**src/rtl/dsc_pkg.sv**
```systemverilog
package dsc_pkg;

   typedef enum logic [1:0] {
      ST_COLLECT = 2'd0,
      ST_SWEEP   = 2'd1,
      ST_HOLD    = 2'd2
   } dsc_state_e;

   // class bit 1 = bridge across two neighbouring tracks
   function automatic logic [1:0] shift_amount(input logic [1:0] cls);
      return cls[1] ? 2'd2 : 2'd1;
   endfunction

endpackage

```
**src/rtl/dsc_classify.sv**
```systemverilog
module dsc_classify #(
   parameter int N_TRACK = 10,
   parameter int N_SPARE = 2,
   parameter int XW      = 6,
   parameter int YW      = 6,
   localparam int TW     = $clog2(N_TRACK),
   localparam int N_USED = N_TRACK - N_SPARE
) (
   input  logic [XW-1:0] tgt_x,
   input  logic [YW-1:0] tgt_y,
   input  logic [XW-1:0] rec_x,
   input  logic [YW-1:0] rec_y,
   input  logic [TW-1:0] rec_track,
   input  logic [1:0]    rec_cls,
   output logic          relevant,
   output logic          drives,
   output logic          over,
   output logic [1:0]    amt
);
   import dsc_pkg::*;

   logic          hit_here;
   logic          hit_down;
   logic          dbl;
   logic [TW:0]   trk_ext;

   always_comb begin
      dbl      = rec_cls[0];
      hit_here = (rec_x == tgt_x) && (rec_y == tgt_y);
      hit_down = (rec_x == XW'(tgt_x + XW'(1))) && (rec_y == tgt_y);
      relevant = hit_here || (hit_down && dbl);
      drives   = (hit_here && !dbl) || (hit_down && dbl);
      amt      = shift_amount(rec_cls);
      trk_ext  = {1'b0, rec_track};
      over     = drives &&
                 ((trk_ext >= (TW+1)'(N_TRACK)) ||
                  ((32'(amt) > N_SPARE) && (trk_ext < (TW+1)'(N_USED))));
   end

endmodule

```
**src/rtl/dsc_store.sv**
```systemverilog
module dsc_store #(
   parameter int N_TRACK = 10,
   localparam int TW     = $clog2(N_TRACK)
) (
   input  logic          clk,
   input  logic          rst_n,
   input  logic          take,
   input  logic          relevant,
   input  logic          drives,
   input  logic          over,
   input  logic [TW-1:0] track,
   input  logic [1:0]    amt,
   output logic          has_shift,
   output logic [TW-1:0] shift_trk,
   output logic [1:0]    shift_amt,
   output logic          unrep
);
   logic claimed;

   always_ff @(posedge clk) begin
      if (!rst_n) begin
         claimed   <= 1'b0;
         has_shift <= 1'b0;
         shift_trk <= '0;
         shift_amt <= 2'd0;
         unrep     <= 1'b0;
      end else if (take && relevant) begin
         if (claimed) begin
            unrep <= 1'b1;
         end else begin
            claimed <= 1'b1;
            if (over) begin
               unrep <= 1'b1;
            end else if (drives) begin
               has_shift <= 1'b1;
               shift_trk <= track;
               shift_amt <= amt;
            end
         end
      end
   end

endmodule

```
**src/rtl/dsc_sweep.sv**
```systemverilog
module dsc_sweep #(
   parameter int N_TRACK = 10,
   parameter int N_SPARE = 2,
   localparam int TW     = $clog2(N_TRACK),
   localparam int N_USED = N_TRACK - N_SPARE,
   localparam int SW     = 2 * N_TRACK
) (
   input  logic          clk,
   input  logic          rst_n,
   input  logic          start,
   input  logic          has_shift,
   input  logic [TW-1:0] shift_trk,
   input  logic [1:0]    shift_amt,
   output logic          collecting,
   output logic          done_q,
   output logic [SW-1:0] up_vec,
   output logic [SW-1:0] down_vec
);
   import dsc_pkg::*;

   dsc_state_e    st;
   logic [TW-1:0] idx;
   logic          wr;
   logic [1:0]    ent;

   always_comb begin
      wr  = (st == ST_SWEEP);
      ent = (has_shift && idx >= shift_trk && idx < TW'(N_USED)) ? shift_amt : 2'd0;
      collecting = (st == ST_COLLECT);
   end

   always_ff @(posedge clk) begin
      if (!rst_n) begin
         st     <= ST_COLLECT;
         idx    <= '0;
         done_q <= 1'b0;
      end else begin
         case (st)
            ST_COLLECT: if (start) begin
               st  <= ST_SWEEP;
               idx <= '0;
            end
            ST_SWEEP: begin
               idx <= idx + TW'(1);
               if (idx == TW'(N_TRACK - 1)) begin
                  st     <= ST_HOLD;
                  done_q <= 1'b1;
               end
            end
            default: st <= ST_HOLD;
         endcase
      end
   end

   for (genvar i = 0; i < N_TRACK; i++) begin : g_trk
      always_ff @(posedge clk) begin
         if (!rst_n) begin
            up_vec[2*i +: 2]   <= 2'd0;
            down_vec[2*i +: 2] <= 2'd0;
         end else if (wr && idx == TW'(i)) begin
            up_vec[2*i +: 2]   <= ent;
            down_vec[2*i +: 2] <= ent;
         end
      end
   end

endmodule

```
**src/rtl/defect_shift_cfg.sv**
```systemverilog
module defect_shift_cfg #(
   parameter int N_TRACK = 10,
   parameter int N_SPARE = 2,
   parameter int XW      = 6,
   parameter int YW      = 6,
   localparam int TW     = $clog2(N_TRACK),
   localparam int SW     = 2 * N_TRACK
) (
   input  logic          clk,
   input  logic          rst_n,
   input  logic [XW-1:0] tgt_x,
   input  logic [YW-1:0] tgt_y,
   input  logic          rec_valid,
   output logic          rec_ready,
   input  logic [XW-1:0] rec_x,
   input  logic [YW-1:0] rec_y,
   input  logic [TW-1:0] rec_track,
   input  logic [1:0]    rec_cls,
   input  logic          map_done,
   output logic          cfg_valid,
   output logic [SW-1:0] avoid_sel,
   output logic [SW-1:0] restore_sel,
   output logic          unrepairable
);
   if (N_SPARE < 1 || N_SPARE > 2) begin : g_bad_spare
      $error("N_SPARE must be 1 or 2");
   end
   if (N_TRACK <= N_SPARE + 1) begin : g_bad_track
      $error("N_TRACK must exceed N_SPARE + 1");
   end

   logic          relevant, drives, over;
   logic [1:0]    amt;
   logic          has_shift;
   logic [TW-1:0] shift_trk;
   logic [1:0]    shift_amt;
   logic          collecting;

   dsc_classify #(.N_TRACK(N_TRACK), .N_SPARE(N_SPARE), .XW(XW), .YW(YW)) u_cls (
      .tgt_x(tgt_x), .tgt_y(tgt_y), .rec_x(rec_x), .rec_y(rec_y),
      .rec_track(rec_track), .rec_cls(rec_cls),
      .relevant(relevant), .drives(drives), .over(over), .amt(amt)
   );

   dsc_store #(.N_TRACK(N_TRACK)) u_store (
      .clk(clk), .rst_n(rst_n), .take(rec_valid && collecting),
      .relevant(relevant), .drives(drives), .over(over),
      .track(rec_track), .amt(amt),
      .has_shift(has_shift), .shift_trk(shift_trk), .shift_amt(shift_amt),
      .unrep(unrepairable)
   );

   dsc_sweep #(.N_TRACK(N_TRACK), .N_SPARE(N_SPARE)) u_sweep (
      .clk(clk), .rst_n(rst_n), .start(map_done),
      .has_shift(has_shift), .shift_trk(shift_trk), .shift_amt(shift_amt),
      .collecting(collecting), .done_q(cfg_valid),
      .up_vec(avoid_sel), .down_vec(restore_sel)
   );

   assign rec_ready = collecting;

endmodule

```
**config.mk**
```make
export PLATFORM = sky130hd
export DESIGN_NAME = defect_shift_cfg
export DESIGN_NICKNAME = d
export VERILOG_FILES = /design/src/rtl/dsc_pkg.sv /design/src/rtl/dsc_classify.sv /design/src/rtl/dsc_store.sv /design/src/rtl/dsc_sweep.sv /design/src/rtl/defect_shift_cfg.sv
export SDC_FILE = /design/constraint.sdc
export NUM_CORES = 1
export LEC_CHECK = 0
export ABC_CLOCK_PERIOD_IN_PS = 2270
export CAP_MARGIN = 30
export CORE_MARGIN = 4
export CORE_UTILIZATION = 45
export DETAILED_ROUTE_END_ITERATION = 6
export HOLD_SLACK_MARGIN = 0.06
export PLACE_DENSITY = 0.92
export SYNTH_ARGS = -nofsm -noshare
export SYNTH_HDL_FRONTEND = slang
export SYNTH_SLANG_ARGS = --single-unit
```
**constraint.sdc**
```tcl
create_clock -name clk -period 2.27 [get_ports clk]
set_input_delay 0.3405 -clock clk [delete_from_list [all_inputs] [get_ports clk]]
set_output_delay 0.3405 -clock clk [all_outputs]
set_load 0.05 [all_outputs]
```
After elaboration in Yosys (flattened, before gate mapping)
Index checks and enable logic that the tools add are counted.
{ "totals": {"register_bits": 36, "latchBits": 0, "mem_bits_rw": 0, "mem_bits_ro": 0, "in_bits": 34, "output_inout_bits": 43, "wordCells": 84, "n_memories": 0} }
{ "op_classes": {"addsub": 2, "multipliers": 0, "n_div": 0, "magnitude_cmp": 5, "n_eq_ne": 15, "n_shift": 0, "mux": 9, "n_bitwise": 2, "n_reduce_logical": 33} }
{ "ops": {"columns": ["op", "n"], "rows": [
  ["1-bit logical AND", 20],
  ["6-bit == test", 3],
  ["4-bit by 3-bit == test with 1-bit output (second input constant)", 4],
  ["4-bit by 2-bit == test with 1-bit output (second input constant)", 2],
  ["4-bit == test (second input constant)", 2],
  ["4-bit less-than comparator (second input constant)", 2],
  ["2-bit 2-to-1 mux", 4],
  ["4-bit case mux with 2 select lines", 1],
  ["2-bit AND reduction", 4],
  ["6-bit by 1-bit adder with 6-bit output (second input constant)", 1],
  ["4-bit by 1-bit adder with 4-bit output (second input constant)", 1],
  ["4-bit by 1-bit == test with 1-bit output (second input constant)", 1],
  ["4-bit greater-or-equal comparator", 1],
  ["4-bit greater-or-equal comparator (second input constant)", 1],
  ["4-bit zero test", 1],
  ["4-bit 2-to-1 mux", 1],
  ["2-bit inequality test (second input constant)", 2],
  ["2-bit case mux with 2 select lines", 1],
  ["4-bit AND reduction", 1],
  ["2-bit nonzero test", 2],
  ["1-bit logical OR", 3],
  ["2-bit by 1-bit == test with 1-bit output (second input constant)", 1],
  ["2-bit greater-than comparator (second input constant)", 1],
  ["2-bit zero test", 1],
  ["other kinds (3)", 5]
]} }

Depth between registers and ports, before layout
Gate-level depths: netlist (run 1).
{ "depth": {"ltp_word": 8, "ltp_mapped": 9, "mapped_depth_nobuf": 8} }

Modules after synthesis
A second synthesis (run 1) with hierarchy kept.
{ "hier_totals": {"hier_cells": 223, "hier_area_um2": 2004.4} }
{ "modules_own_cells": {"columns": ["mod", "n_inst", "cells_per_inst", "area_per_inst_um2", "seq_area_each_um2"], "rows": [
  ["dsc_sweep", 1, 149, 1376.3, 540.5],
  ["dsc_store", 1, 36, 352.8, 180.2],
  ["dsc_classify", 1, 37, 269.0, 0.0],
  ["defect_shift_cfg", 1, 1, 6.3, 0.0]
]} }

Least setup slack after synthesis (run 1)
No wires, ideal clock.
{ "synth_timing": {"path_type": "reg-to-reg", "start": "register u_sweep.st[1]", "end": "register u_store.shift_trk[0]", "setup_ps": 95, "arrival_time_ps": 2255, "required_time_ps": 2175, "slack_ps": -81, "stages_incl_launch_ff": 8, "path_buffers": 2, "period_less_slack_ps": 2351, "path_cell_list": "dfxtp_1 -> clkbuf_1 -> nor2_1 -> nand2_1 -> or2_2 -> clkbuf_1 -> or3_1 -> o311ai_1"} }
{ "synth_via": {"elab_chain_cells": 4} }
{ "synth_rtl": {"columns": ["element", "line_no", "source"], "rows": [
  ["start: declaration", "dsc_sweep.sv:21", "dsc_state_e st;"],
  ["start signal: assignment", "dsc_sweep.sv:34", "st <= ST_COLLECT;"],
  ["start signal: assignment", "dsc_sweep.sv:40", "st <= ST_SWEEP;"],
  ["start signal: assignment", "dsc_sweep.sv:46", "st <= ST_HOLD;"],
  ["2-bit zero test", "dsc_sweep.sv:29", "collecting = (st == ST_COLLECT);"],
  ["via rec_ready", "defect_shift_cfg.sv:14", "output logic rec_ready,"],
  ["1-bit logical AND", "defect_shift_cfg.sv:46", ".clk(clk), .rst_n(rst_n), .take(rec_valid && collecting),"],
  ["1-bit logical AND", "dsc_store.sv:27", "end else if (take && relevant) begin"],
  ["4-bit AND reduction (no source line)", null, null],
  ["end signal: assignment", "dsc_store.sv:36", "shift_trk <= track;"],
  ["end: declaration", "dsc_store.sv:14", "output logic [TW-1:0] shift_trk,"]
]} }
The timed path passes the listed nets, and every way through them passes these cells.
A chain may end at the register's enable or synchronous reset.

Worst setup path after layout (run 1)
{ "layout_timing": {"start": "input tgt_x[1]", "end": "register u_store.shift_trk[0]"} }
{ "layout_via": {"elab_chain_cells": 8, "word_cells_on_any_way": 13, "classes_between": "add/sub (1); eq/ne (2); bitwise (1); reduce/logical (9)"} }
{ "layout_rtl": {"columns": ["element", "line_no", "source"], "rows": [
  ["start: declaration", "defect_shift_cfg.sv:11", "input logic [XW-1:0] tgt_x,"],
  ["6-bit by 1-bit adder with 6-bit output", "dsc_classify.sv:30", "hit_down = (rec_x == XW'(tgt_x + XW'(1))) && (rec_y == tgt_y);"],
  ["6-bit == test", "dsc_classify.sv:30", null],
  ["1-bit logical AND", "dsc_classify.sv:30", null],
  ["1-bit logical AND", "dsc_classify.sv:31, dsc_classify.sv:32", null],
  ["1-bit logical OR", "dsc_classify.sv:32", "drives = (hit_here && !dbl) || (hit_down && dbl);"],
  ["1-bit logical AND", "dsc_classify.sv:35", "over = drives &&"],
  ["1-bit inverter (no source line)", null, null],
  ["4-bit AND reduction (no source line) (*)", null, null]
]} }
Every way passes the cells marked *; elsewhere a longest branch is shown, timed or not.

==> results.cfg, run 1 <==
[placed_design]
dp_hpwl_um = 4190
gp_congestion = 0.8620
port_buffers = 76

[timing]
final_hold_viol_count = 0
relSlewSlack = 0.6343
setup_viol = 0
drv_slew = 0
finalClockSkew_ns = 0.004327
finalCriticalPeriod_ns = 2.214
max_freq_ghz = 0.4516
setup_tns_ns = 0
worst_pin_slew_ns = 0.5469
fin_crit_sh = 0.9755

[setup_path]
worstSetupPathType = input pin to flip-flop
ff2ff_path_depth = 9
endpoint_kind = flip-flop
start_kind = input pin
critPathMaxFanout = 3
cp_data_required_time_ns = 2.46
crit_arrival_ns = 2.41

[synthesis]
synthArstFlopShare = 0
synth_top_area_frac = 0.3445
synth_seq_cells = 36
ys_top_cells_by_count = dfxtp_1 (36), nand2_1 (33), buf_4 (21)
synthCells = 252
synth-edff-count = 0
yosys.area.top_type = dfxtp_1
syn_avg_cell_area_um2 = 8.302
synth_flop_cell = dfxtp_1
synth_top_cells_by_area = dfxtp_1 (34%), buf_4 (7.5%), nand2_1 (5.9%), xor2_1 (5.4%), ha_1 (5.4%)
netlist_area_um2 = 2092
synth_cell_type_count = 41
syn-num-nets = 295
ys_seq_area_frac = 0.3445
yosysMostFrequentCell = dfxtp_1
yosys_warnings = 0

[hold_path]
hold_path.class = flip-flop to flip-flop
hold_path_depth = 2

[routing]
ant_nets = 0
route.detailed.drc = 0
first_pass_iters = 4
via_count = 2015
avgViaCountPerCell = 5.402
dr.first_iter.drc_count = 142
drt_wl_total_um = 5187
wl_per_cell_um = 13.91

[floorplan]
ios = 77
rows = 24
core-area_um2 = 4414
die_area_um2 = 5803
initial_utilization = 0.4739
floorplan.die.width_um = 76.18
die_h_um = 76.18

[clock_network]
root_buffer = clkbuf_8
insertion_delay_ns = 0.29
clkSlewWorstSetupHoldPaths_ns = 0.07
ctsHtreeMaxLevel = 2
hold_buffers = 0
clock-sinks = 36
cts_tree = done
numCtsBuffers = 5
clk_path_buf_depth = 2

[power]
p_switching_w = 0.0003082
swShare = 0.2379
combPwrFrac = 0.152
seq_power_share = 0.495
power_per_cell_area_nw_per_um2 = 440.5
ir_worst_vdd_uv = 182.5
clkPwrFrac = 0.353
leakagePower_nw = 1.089
internal_power_w = 0.0009871
total_power_w = 0.001295

[grt]
antenna_found_initial = 0
overflow = 0
grt_max_degree = 18
gr-usage-all-layers = 0.1729
grt_pass1_wl_um = 8480
grt_pass1_vias = 1929

[finish]
areaGrowthSynthToFinish_pct = 40.55
drive_gt1_frac = 0.09346
final_util = 0.6661
final_nets = 363
diodes = 0

[job]
max_cap_viol_count = 0

[status]
status = complete, no violations
==> final timing paths <==
path,startpoint,to,slack (ns)
worst max register to register,u_sweep.idx[0],u_sweep.up_vec[8],0.24
worst max-delay path,tgt_x[1],u_store.shift_trk[0],0.06
worst min-delay path,u_sweep.done_q,u_sweep.done_q,0.45
worst min register to register,u_sweep.done_q,u_sweep.done_q,0.45
==> through the flow <==
stage	setup WS [ns]	instances	area, µm²	hold WS [ns]
final	0.05559	373	2940	0.4499
after global routing	-0.002591	373	2940	0.4754
after CTS	0.06208	372	2923	0.4502
after detailed placement	-0.2378	364	2833	0.4412
after global placement	-0.1469	364	2833	0.4353
after floorplan	0.1710	252	2095	0.4543
==> layout by cell type (no fill, tap or decap), types with 2 or more instances in the layout <==
master           instances
clkdlybuf4s50_1         76
xnor2_1                  3
clkbuf_8                 6
o21a_1                   2
nor4_1                   2
and2_1                   9
o211ai_1                 5
o21ai_0                  4
nand4_1                  3
nor3_1                   4
or3_1                   11
nand2b_1                 2
xor2_1                  13
and3_1                   8
a32oi_1                  5
ha_1                     8
inv_1                    8
a21oi_1                 14
dfxtp_1                 36
a21o_1                   3
a22oi_1                  2
clkbuf_1                 2
o41ai_1                  7
nor2_1                  15
nand3_1                  8
nand2_1                 33
buf_4                   15
==> layout make-up <==
type	count	area (µm²)
fillers	367	1474
multi-input cells	177	1157
repair buffers	91	873.3
flip-flops and latches	36	720.7
clock buffers	8	90.09
well taps	52	65.06
inverters	9	33.78
==> power groups by stage <==
stage | Sequential [W] | Combinational (W) | Clock [W]
3_5_place_dp | 0.000655 | 0.000190 | 0
6_report | 0.000641 | 0.000196 | 0.000458
3_3_place_gp | 0.000655 | 0.000183 | 0
2_1_floorplan | 0.000652 | 0.0000917 | 0
4_1_cts | 0.000641 | 0.000191 | 0.000468
5_1_grt | 0.000642 | 0.000211 | 0.000493
==> metal layers <==
layer / routed length [µm] / vias up / track usage
li1: - / 1005 / -
met1: 1991 / 927 / 0.1715
met2: 2811 / 75 / 0.3365
met3: 312 / 8 / 0.05437
met4: 72 / 0 / 0.05070
met5: 0 / - / 0
==> cell families (layout without fill, tap and decap cells) <==
logic type	Yosys count	count (layout)	share of synthesized area
xor gates and xnor gates	17	17	0.07117
adders and majority gates	9	9	0.05383
muxes	1	1	0.005382
AOI/OAI and AO/OA	48	48	0.1603
DFF	36	36	0.3445
buffers and inverters	39	108	0.1083
and+or+nand+nor	102	102	0.2566
==> flip-flops by register name, summed over array words and instances (netlist names) <==
name and flops:
u_sweep.down_vec 4, u_sweep.done_q 1, u_store.has_shift 1, u_store.shift_trk 4, u_sweep.idx 4, u_store.shift_amt 2, u_sweep.up_vec 16, u_store.unrep 1
u_store.claimed 1, u_sweep.st 2
==> critical path: stages <==
cell and delay (ns):
clkdlybuf4s50_1 0.51, ha_2 0.30, xnor2_2 0.14, nand4_1 0.15, or4_4 0.51, or3_1 0.38, o311ai_1 0.07
==> timing repair <==
action                     CTS  global route
setup buffers                0             1
resized for setup            0             2
setup endpoints to repair    0             1
(Power assumes the default switching activity.)
==> inputs of run 2 (changes only) <==
- CORE_MARGIN: 4 -> 5
==> run 2 against run 1 <==
Net effect:
- critical path depth is the same
- cell area grew 0.98%
- sequential share of layout area shrank 0.24 points
- utilization grew 0.20 points
- largest cell class unchanged
- non-clock buffer count grew 1
- clock power grew 19%
- count of clock-buffer cells in the layout shrank 2
- sequential power is essentially flat
- highest routed layer unchanged
==> results.cfg, run 2 (synthesis results as in run 1) <==
[status]
status = complete, no violations

[setup_path]
ff2ff_path_depth = 9
max_stage_delay_ns = 0.54
start_kind = input pin
endpoint_kind = flip-flop
cp_data_required_time_ns = 2.46
crit_arrival_ns = 2.33
r2r_end = u_sweep.down_vec[2]
slowest_stage = or4_4
worstSetupPathType = input pin to flip-flop
r2r_slack_ns = 0.23
critPathMaxFanout = 2
r2r-start = u_sweep.idx[0]
cp_cell_sequence = clkdlybuf4s50_1, xor2_1, nor4_4, nand2_1, or4_4, or3_1, o311ai_1

[timing]
drv_slew = 0
relSlewSlack = 0.6223
worst_pin_slew_ns = 0.5658
worst_slack_ns = 0.1259
setup_viol = 0
setup_tns_ns = 0
final_hold_viol_count = 0
finalCriticalPeriod_ns = 2.144
finalClockSkew_ns = 0.008350
fin_crit_sh = 0.9445
rsz0062_at_grt = false
max_freq_ghz = 0.4664
fin_hold_ws_ns = 0.4565

[routing]
route.detailed.drc = 0
first_pass_iters = 5
drt_wl_total_um = 5137
dr.first_iter.drc_count = 97
avgViaCountPerCell = 5.345
via_count = 1999
ant_nets = 0
wl_per_cell_um = 13.74

[power]
total_power_w = 0.001380
ir_worst_vdd_uv = 218.2
power_per_cell_area_nw_per_um2 = 464.6
leakagePower_nw = 1.105

[clock_network]
numCtsBuffers = 5
hold_buffers = 0
root_buffer = clkbuf_8
ctsHtreeMaxLevel = 2
insertion_delay_ns = 0.28
clkSlewWorstSetupHoldPaths_ns = 0.07
clock-sinks = 36
clk_path_buf_depth = 2
cts_tree = done

[job]
max_cap_viol_count = 0

[hold_path]
hold_path.class = flip-flop to flip-flop
hold_path_depth = 2
worstHoldEndpoint = u_sweep.done_q
hold_start = u_sweep.done_q

[grt]
grt_max_degree = 18
gr-usage-all-layers = 0.1708
grt_pass1_wl_um = 8804
antenna_found_initial = 0
grt_pass1_vias = 2020
overflow = 0

[finish]
layout_common_cells = clkdlybuf4s50_1 (76), dfxtp_1 (36), nand2_1 (33), buf_4 (16), nor2_1 (15)
top_register = u_sweep.up_vec
areaGrowthSynthToFinish_pct = 41.93
drive_gt1_frac = 0.09938
largest_reg_flops = 16
diodes = 0
final_nets = 364
final_common_cell = clkdlybuf4s50_1
final_cell_area_um2 = 2969

[floorplan]
rows = 24
initial_utilization = 0.4707
die_area_um2 = 6112
die_h_um = 78.18
ios = 77
core-area_um2 = 4444
floorplan.die.width_um = 78.18

[placed_design]
dp_hpwl_um = 4042
placed_area_um2 = 2833
port_buffers = 76
pre_cts_ws_ns = -0.1636
gp_congestion = 0.8039
## run 2: critical path, delay by kind of cell
kind	cells	cell delay, ns
XOR/XNOR	1	0.19
AO/OA/AOI/OAI	1	0.07
buffers and inverters	1	0.41
AND/OR/NAND/NOR	4	1.32
## run 2: layer usage
metal / wire length [µm] / up-vias / global-route usage / share of wire
li1: - / 1007 / - / -
met1: 2098 / 900 / 0.1924 / 0.41
met2: 2575 / 82 / 0.3091 / 0.50
met3: 409 / 10 / 0.05492 / 0.080
met4: 53 / 0 / 0.04720 / 0.010
met5: 0 / - / 0 / 0
## run 2: what timing repair did
item,CTS,global route
setup endpoints to repair,0,2
gates resized for setup,0,2
setup buffers,0,2
## run 2: cell type report
cell class / count / area, µm²
sequential: 36 / 720.7
clock inverter: 2 / 35.03
clock buffer: 6 / 72.57
tap: 52 / 65.06
multi-input combinational: 177 / 1161
timing repair buffer: 92 / 880.8
inverter: 9 / 33.78
fill: 370 / 1475
## run 2: per-stage QoR
stage | cells | util
6_report | 374 | 0.6681
5_1_grt | 374 | 0.6681
4_1_cts | 372 | 0.6616
3_5_place_dp | 364 | 0.6374
3_3_place_gp | 364 | 0.6374
2_1_floorplan | 252 | -
## run 2: power by group
part	switching [W]	total [W]	leakage (nW)	internal (W)
Clock	0.000220	0.000546	0.0552	0.000326
Sequential	0.00000664	0.000641	0.290	0.000634
Combinational	0.0000896	0.000192	0.759	0.000103
Total	0.000317	0.00138	1.10	0.00106
## run 2: worst max-delay path by stage
stage | from | endpoint | depth (start not counted)
4_1_cts | tgt_x[0] | u_store.shift_trk[0] | 7
3_3_place_gp | tgt_y[4] | u_store.shift_trk[0] | 7
3_5_place_dp | tgt_x[0] | u_store.shift_trk[0] | 7
5_1_grt | tgt_x[2] | u_store.shift_trk[0] | 7
6_report | tgt_y[4] | u_store.shift_trk[0] | 7
2_1_floorplan | u_sweep.idx[0] | u_sweep.down_vec[2] | 9
==> inputs of run 3 (changes only) <==
- CELL_PAD_IN_SITES_DETAIL_PLACEMENT: unset -> 1
- CELL_PAD_IN_SITES_GLOBAL_PLACEMENT: unset -> 1
- CORE_UTILIZATION: 45 -> 32
- PLACE_DENSITY: 0.92 -> 0.91
==> run 3 against run 2 <==
Net effect:
- critical path depth is the same
- via count rose by 2.5%
- hold slack got worse by 0.0044 ns
- clock skew decreased by 0.0015 ns
- count of clock-buffer cells in the layout did not move
- critical path type unchanged
- largest cell class unchanged
==> results.cfg, run 3 (synthesis results as in run 1) <==
[clock_network]
ctsHtreeMaxLevel = 2
clk_path_buf_depth = 2
insertion_delay_ns = 0.29
root_buffer = clkbuf_8
numCtsBuffers = 5
clkSlewWorstSetupHoldPaths_ns = 0.07
clock-sinks = 36
cts_tree = done

[setup_path]
start_kind = input pin
r2r-start = u_sweep.idx[0]
cp_data_required_time_ns = 2.46
worstSetupPathType = input pin to flip-flop
endpoint_kind = flip-flop
ff2ff_path_depth = 9
crit_arrival_ns = 2.38
crit_path_start = tgt_x[2]
critPathMaxFanout = 3

[timing]
max_freq_ghz = 0.4570
fin_hold_ws_ns = 0.4521
setup_viol = 0
relSlewSlack = 0.6359
worst_pin_slew_ns = 0.5444
finalClockSkew_ns = 0.006887
drv_slew = 0
finalCriticalPeriod_ns = 2.188
final_hold_viol_count = 0
setup_tns_ns = 0
worst_slack_ns = 0.08189
fin_crit_sh = 0.9639

[finish]
num-fill-cells = 748
final_common_cell = clkdlybuf4s50_1
regArea_um2 = 720.7
final_nets = 361
multi_input_area_um2 = 1164
top_register = u_sweep.up_vec
layout_common_cells = clkdlybuf4s50_1 (74), dfxtp_1 (36), nand2_1 (33), nor2_1 (15)
areaGrowthSynthToFinish_pct = 41.27
drive_gt1_frac = 0.09119
diodes = 0
largest_reg_flops = 16
finalNonFillerCells = 395

[routing]
avgViaCountPerCell = 5.187
via_count = 2049
first_pass_iters = 4
wl_per_cell_um = 14.99
ant_nets = 0
dr.first_iter.drc_count = 33
drt_wl_total_um = 5923
route.detailed.drc = 0

[grt]
grt_max_degree = 18
grt_pass1_vias = 2085
overflow = 0
antenna_found_initial = 0
gr-usage-all-layers = 0.1422
grt_pass1_wl_um = 9770

[status]
status = complete, no violations

[power]
leakagePower_nw = 1.092
power_per_cell_area_nw_per_um2 = 427.4
ir_worst_vdd_uv = 224.8

[floorplan]
initial_utilization = 0.3295
floorplan.die.width_um = 90.86
ios = 77
die_area_um2 = 8255
die_h_um = 90.86
rows = 29
core-area_um2 = 6350

[hold_path]
hold_path.class = flip-flop to flip-flop
hold_start = u_sweep.done_q
hold_path_depth = 2

[placed_design]
place_inst = 386
dp_hpwl_um = 4825
pre_cts_ws_ns = -0.2795
port_buffers = 76
gp_congestion = 0.8278

[job]
max_cap_viol_count = 0
## run 3: cell count changes in the layout (fill, tap and decap cells not counted), sizes merged
cell,delta
dlymetal6s2s,+2
clkdlybuf4s50,-2
bufinv,-1
buf,-3
## run 3: routing by layer
metal,up-vias,wire (µm),global-route usage
met3,10,490,0.04917
met5,-,0,0
li1,1000,-,-
met2,74,3018,0.2682
met4,0,111,0.04768
met1,965,2303,0.1437
## run 3: final cells by class
class,count,share of cell area
Multi-Input combinational cell,177,0.3937
Timing Repair Buffer,89,0.2921
Clock buffer,6,0.02456
Clock inverter,1,0.001693
Tap cell,77,0.03260
Inverter,9,0.01143
Sequential cell,36,0.2439
## run 3: report_power, final
part           internal, W  switching, W
Clock             0.000209      0.000223
Combinational    0.0000990     0.0000915
Sequential        0.000635    0.00000645
Total             0.000942      0.000321
## run 3: through the flow
step	util	cell area, µm²	total power, W
6_report	0.4654	2955	0.001263
3_3_place_gp	0.4475	2841	0.0008388
4_1_cts	0.4597	2919	0.001275
3_5_place_dp	0.4475	2841	0.0008468
2_1_floorplan	-	2095	0.0007435
5_1_grt	0.4654	2955	0.001315
## run 3: final timing paths
kind	to	slack [ns]
worst max-delay path	u_store.shift_trk[0]	0.08
worst min-delay path	u_sweep.done_q	0.45
worst min register to register	u_sweep.done_q	0.45
worst max register to register	u_sweep.up_vec[12]	0.25
## run 3: timing repair
action                                  in CTS  in global routing
gates resized for setup                      0                  5
buffers inserted                             0                  2
hold buffers                                 0                  0
endpoints found under the hold margin        0                  0
endpoints found under the setup margin       0                  2
## run 3: critical path, stage by stage
cell and delay [ns]:
clkdlybuf4s50_1 0.53, and3_1 0.21, nand3_1 0.11, xnor2_1 0.18
or4_4 0.53, or3_4 0.39, o311ai_1 0.08
